`src/rtl/fifo_flag_pkg.sv`:
```
package fifo_flag_pkg;
  localparam int CNT_W    = 16;            // visible counter width
  localparam int XW       = CNT_W + 1;     // counter plus wrap bit
  localparam int THR_W    = 8;             // threshold width
  localparam int DIFF_LSB = 8;             // difference bit aligned to threshold bit 0
  localparam int BASE_TOP = 11;            // highest live bit with no chaining
  localparam int MAX_LO   = 5;             // lowest live bit for the widest word
  localparam int MAX_CASC = 4;             // log2 of the deepest chain
  localparam int CFG_W    = 3;
  localparam int BLK_LSB  = BASE_TOP + 1;
  localparam int BLK_W    = CNT_W - BLK_LSB;

  typedef struct packed {
    logic [XW-1:0]    act_mask;  // live counter bits
    logic [XW-1:0]    ext_mask;  // live bits plus wrap bit
    logic [XW-1:0]    step;      // one unit at the lowest live bit
    logic [XW-1:0]    wrap_bit;  // bit just above the live range
    logic [THR_W-1:0] thr_mask;  // threshold bits that take part
  } cfg_t;
endpackage

```
`src/rtl/fifo_cfg_decode.sv`:
```
module fifo_cfg_decode
  import fifo_flag_pkg::*;
(
  input  logic [CFG_W-1:0] width_sel,
  input  logic [CFG_W-1:0] casc_sel,
  output cfg_t             cfg
);
  int lo_bit;
  int hi_bit;

  always_comb begin
    lo_bit = (int'(width_sel) > MAX_LO)   ? MAX_LO : int'(width_sel);
    hi_bit = BASE_TOP + ((int'(casc_sel) > MAX_CASC) ? MAX_CASC : int'(casc_sel));
    for (int i = 0; i < XW; i++) begin
      cfg.act_mask[i] = (i >= lo_bit) && (i <= hi_bit);
      cfg.ext_mask[i] = (i >= lo_bit) && (i <= hi_bit + 1);
      cfg.step[i]     = (i == lo_bit);
      cfg.wrap_bit[i] = (i == hi_bit + 1);
    end
    for (int j = 0; j < THR_W; j++) begin
      cfg.thr_mask[j] = (j + DIFF_LSB) <= hi_bit;
    end
  end
endmodule

```
`src/rtl/fifo_addr_ctr.sv`:
```
module fifo_addr_ctr
  import fifo_flag_pkg::*;
(
  input  logic          clk,
  input  logic          rst,
  input  logic          adv,
  input  logic [XW-1:0] step,
  input  logic [XW-1:0] ext_mask,
  output logic [XW-1:0] cnt,
  output logic [XW-1:0] cnt_nxt
);
  always_comb begin
    if (rst)      cnt_nxt = '0;
    else if (adv) cnt_nxt = (cnt + step) & ext_mask;
    else          cnt_nxt = cnt;
  end

  always_ff @(posedge clk) begin
    cnt <= cnt_nxt;
  end

  // an accepted access adds one unit at the lowest live bit
  a_r2_step_advance: assert property (@(posedge clk) disable iff (rst)
    adv |=> cnt == (($past(cnt) + $past(step)) & $past(ext_mask)));

  // no access, no movement
  a_r2_hold_idle: assert property (@(posedge clk) disable iff (rst)
    !adv |=> $stable(cnt));
endmodule

```
`src/rtl/fifo_level_flags.sv`:
```
module fifo_level_flags
  import fifo_flag_pkg::*;
(
  input  logic             clk,
  input  logic             rst,
  input  cfg_t             cfg,
  input  logic [XW-1:0]    wr_nxt,
  input  logic [XW-1:0]    rd_nxt,
  input  logic [THR_W-1:0] af_thresh,
  input  logic [THR_W-1:0] ae_thresh,
  output logic             full,
  output logic             empty,
  output logic             afull,
  output logic             aempty
);
  logic [XW-1:0]    diff;
  logic             full_d;
  logic             empty_d;
  logic [THR_W-1:0] cmp_val;
  logic [THR_W-1:0] af_m;
  logic [THR_W-1:0] ae_m;

  always_comb begin
    diff    = (wr_nxt - rd_nxt) & cfg.ext_mask;
    full_d  = (diff == cfg.wrap_bit);
    empty_d = (diff == '0);
    cmp_val = full_d ? cfg.thr_mask : (diff[DIFF_LSB +: THR_W] & cfg.thr_mask);
    af_m    = af_thresh & cfg.thr_mask;
    ae_m    = ae_thresh & cfg.thr_mask;
  end

  always_ff @(posedge clk) begin
    full   <= full_d;
    empty  <= empty_d;
    afull  <= (cmp_val >= af_m);
    aempty <= (cmp_val <= ae_m);
  end

  // a full FIFO is always almost full
  a_r10_full_is_afull: assert property (@(posedge clk) disable iff (rst)
    full |-> afull);

  // an empty FIFO is always almost empty
  a_r9_empty_is_aempty: assert property (@(posedge clk) disable iff (rst)
    empty |-> aempty);
endmodule

```
`src/rtl/fifo_flag_ctrl.sv`:
```
module fifo_flag_ctrl
  import fifo_flag_pkg::*;
(
  input  logic                clk,
  input  logic                rst,
  input  logic [CFG_W-1:0]    width_sel,
  input  logic [CFG_W-1:0]    casc_sel,
  input  logic                wr_en,
  input  logic                rd_en,
  input  logic [THR_W-1:0]    af_thresh,
  input  logic [THR_W-1:0]    ae_thresh,
  output logic [CNT_W-1:0]    wr_addr,
  output logic [CNT_W-1:0]    rd_addr,
  output logic [BLK_W-1:0]    wr_blk,
  output logic [BLK_W-1:0]    rd_blk,
  output logic                full,
  output logic                empty,
  output logic                afull,
  output logic                aempty
);
  cfg_t          cfg;
  logic          wr_ok;
  logic          rd_ok;
  logic [XW-1:0] wr_cnt, wr_nxt;
  logic [XW-1:0] rd_cnt, rd_nxt;

  fifo_cfg_decode u_dec (
    .width_sel (width_sel),
    .casc_sel  (casc_sel),
    .cfg       (cfg)
  );

  assign wr_ok = wr_en && !full;
  assign rd_ok = rd_en && !empty;

  fifo_addr_ctr u_wr_ctr (
    .clk      (clk),
    .rst      (rst),
    .adv      (wr_ok),
    .step     (cfg.step),
    .ext_mask (cfg.ext_mask),
    .cnt      (wr_cnt),
    .cnt_nxt  (wr_nxt)
  );

  fifo_addr_ctr u_rd_ctr (
    .clk      (clk),
    .rst      (rst),
    .adv      (rd_ok),
    .step     (cfg.step),
    .ext_mask (cfg.ext_mask),
    .cnt      (rd_cnt),
    .cnt_nxt  (rd_nxt)
  );

  fifo_level_flags u_flags (
    .clk       (clk),
    .rst       (rst),
    .cfg       (cfg),
    .wr_nxt    (wr_nxt),
    .rd_nxt    (rd_nxt),
    .af_thresh (af_thresh),
    .ae_thresh (ae_thresh),
    .full      (full),
    .empty     (empty),
    .afull     (afull),
    .aempty    (aempty)
  );

  assign wr_addr = wr_cnt[CNT_W-1:0] & cfg.act_mask[CNT_W-1:0];
  assign rd_addr = rd_cnt[CNT_W-1:0] & cfg.act_mask[CNT_W-1:0];
  assign wr_blk  = wr_addr[CNT_W-1:BLK_LSB];
  assign rd_blk  = rd_addr[CNT_W-1:BLK_LSB];

  // dead bits never set in the stored counters
  a_r4_dead_bits_zero: assert property (@(posedge clk) disable iff (rst)
    ((wr_cnt | rd_cnt) & ~cfg.ext_mask) == '0);

  // a blocked write leaves the write address alone
  a_r5_no_wr_when_full: assert property (@(posedge clk) disable iff (rst)
    (full && wr_en) |=> wr_addr == $past(wr_addr));

  // a blocked read leaves the read address alone
  a_r6_no_rd_when_empty: assert property (@(posedge clk) disable iff (rst)
    (empty && rd_en) |=> rd_addr == $past(rd_addr));

  // the two end flags never coexist
  a_r11_full_empty_excl: assert property (@(posedge clk) disable iff (rst)
    !(full && empty));
endmodule

```
`config.mk`:
```
export PLATFORM = sky130hd
export DESIGN_NAME = fifo_flag_ctrl
export DESIGN_NICKNAME = d
export VERILOG_FILES = /design/src/rtl/fifo_flag_pkg.sv /design/src/rtl/fifo_cfg_decode.sv /design/src/rtl/fifo_addr_ctr.sv /design/src/rtl/fifo_level_flags.sv /design/src/rtl/fifo_flag_ctrl.sv
export SDC_FILE = /design/constraint.sdc
export NUM_CORES = 1
export LEC_CHECK = 0
export BUFFER_PORTS_ARGS = -buffer_cell sky130_fd_sc_hd__buf_2
export CAP_MARGIN = 20
export CORE_MARGIN = 8
export CORE_UTILIZATION = 50
export DETAILED_ROUTE_END_ITERATION = 10
export PLACE_DENSITY = 0.7
export REMOVE_ABC_BUFFERS = 1
export SLEW_MARGIN = 20
export SYNTH_ARGS = -nofsm -noshare
export SYNTH_HDL_FRONTEND = slang
export SYNTH_HIERARCHICAL = 1
export SYNTH_SLANG_ARGS = --single-unit
export TNS_END_PERCENT = 50
```
`constraint.sdc`:
```
create_clock -name clk -period 12.42 [get_ports clk]
set_input_delay 1.242 -clock clk [delete_from_list [all_inputs] [get_ports clk]]
set_output_delay 1.242 -clock clk [all_outputs]
set_load 0.02 [all_outputs]
```
==> out/results.txt <==
Run status = complete, no violations
First-pass GRT wire length = 28400 um
Tcrit/Tclk final = 60.9%
RSZ-0062 raised after global routing = false
Hold Buf Count CTS = 0
Number of global-route vias before repair = 5787
Setup crit start = width_sel[1]
Vias = 6111
Final core occ = 52.9%
CP max stage delay = 0.55 ns
I/O pin cnt = 70
Min-Delay Path Class = reg2reg
Largest net degree at the start of global routing = 37
Worst EP required = 12.65 ns
Max H-tree Level = 2
Die W = 128 um
Initial antenna violation count = 0
Worst Skew = 0.00717 ns
RR Startpoint = u_rd_ctr/cnt[0]
Worst EP arrival = 7.79 ns
Critical path's slowest cell = or3_1
Final Slew Violations = 0
Routed wire length = 17500 um
WL/cell = 17.0 um
Initial core utilization = 50.6%
PD cells = 92.5 nW/um^2
Fin nets = 952
Worst-skew pair later-pin latency = 0.29 ns
CTS max path bufs = 2
Max frequency = 132 MHz
Startpoint Class = input pin
CTS root buffer = clkbuf_16
Rel. slew slack = 27.4%
Core box area = 12500 um^2
Clk sink count = 38
Share of cells above drive strength 1 = 14.0%
Number of max-cap violations = 0
Global placement routability congestion = 0.936
Vias per cell = 5.95
Final hold vios = 0
CP endpoint kind = flop
Post-CTS setup buffer count = 0
Starting DRC count in detailed routing = 677
Ant diodes = 0
Core Rows = 41
DRT Pass-1 Iters = 5
Worst-path clk slew = 0.06 ns
Total GRT Usage = 21.0%
Chip Height = 128 um
CTS tree = built
HPWL Detailed = 14100 um
Kind of critical path = in2reg
Maximum VDD drop = 0.0563 mV
DRC Markers = 0
CTS resizes = 0
Synthesized area = 6310 um^2
Fin Setup TNS = 0 ns
Post-synthesis area per instance = 7.69 um^2
Mapped Cells = 821
Die area = 16500 um^2
Layout area overhead = 4.52%
Measured slew at the worst slew-check pin = 1.08 ns
Inserted Clock Buffers = 5
Finish-stage setup viols = 0
Hold wc startpoint = u_rd_ctr/cnt[6]
Final ANT Viol Nets = 0
Yosys Warn Count = 6
Tmin final = 7.57 ns
Port Buffer Count = 69
Leakage = 3.18 nW
CP Max Fanout = 12
Grt ovf = 0
==> state kept, by name, summed over array words and instances (netlist names) <==
| register | count |
|---|---|
| u_flags/aempty | 1 |
| u_flags/afull | 1 |
| u_flags/empty | 1 |
| u_flags/full | 1 |
| u_rd_ctr/cnt | 17 |
| u_wr_ctr/cnt | 17 |
==> metal layers <==
metal	GRT usage, %	routed length [um]	vias to the layer above
li1	-	-	3009
met1	28.4	8320	2815
met2	33.0	7590	239
met3	2.77	1050	48
met4	8.67	535	0
met5	0	0	-
==> final timing paths <==
check	endpoint	slack, ns	cells after the start
hold / removal	u_rd_ctr/cnt[6]	0.52	2
setup reg to reg	u_flags/aempty	5.84	25
hold reg to reg	u_rd_ctr/cnt[6]	0.52	2
setup / recovery	u_flags/aempty	4.85	27
==> power breakdown <==
part,switching [mW],total (mW),internal (mW)
registers,0.00628,0.137,0.131
clock network,0.0534,0.133,0.0798
logic,0.203,0.340,0.137
==> placed cells by master (no fill, tap or decap), types with 36 or more instances in the layout <==
cell,instances
nand3_1,36
and2_1,39
nor2_1,40
a21oi_1,58
nand2b_1,36
nand2_1,56
inv_1,42
dfxtp_1,38
ha_1,69
buf_2,69
==> cell type report <==
cell class,count,area [um^2]
timing repair buffer,69,345
inverter,43,166
clock inverter,1,5.00
clock buffer,7,143
sequential,38,761
tap,172,215
multi-input combinational,697,4960
fill,1236,5870
==> per-stage QoR <==
step	hold WS (ns)	power, mW	setup WS, ns	instances	instance area (um^2)
after floorplan	0.465	0.392	5.50	778	5890
after global placement	0.505	0.467	4.71	1019	6450
after detailed placement	0.512	0.467	4.64	1019	6450
after CTS	0.520	0.602	4.90	1027	6600
after global routing	0.539	0.653	4.42	1027	6600
final	0.523	0.611	4.85	1027	6600
==> critical path: cells and delay by family <==
| family | cells | cell delay, ns |
|---|---|---|
| compound gates | 13 | 2.97 |
| xor+xnor | 1 | 0.14 |
| fa+ha+maj | 3 | 1.34 |
| buf+inv | 2 | 0.27 |
| mux | 1 | 0.38 |
| simple gates | 7 | 1.45 |
Power figures use the tool's default switching activity.
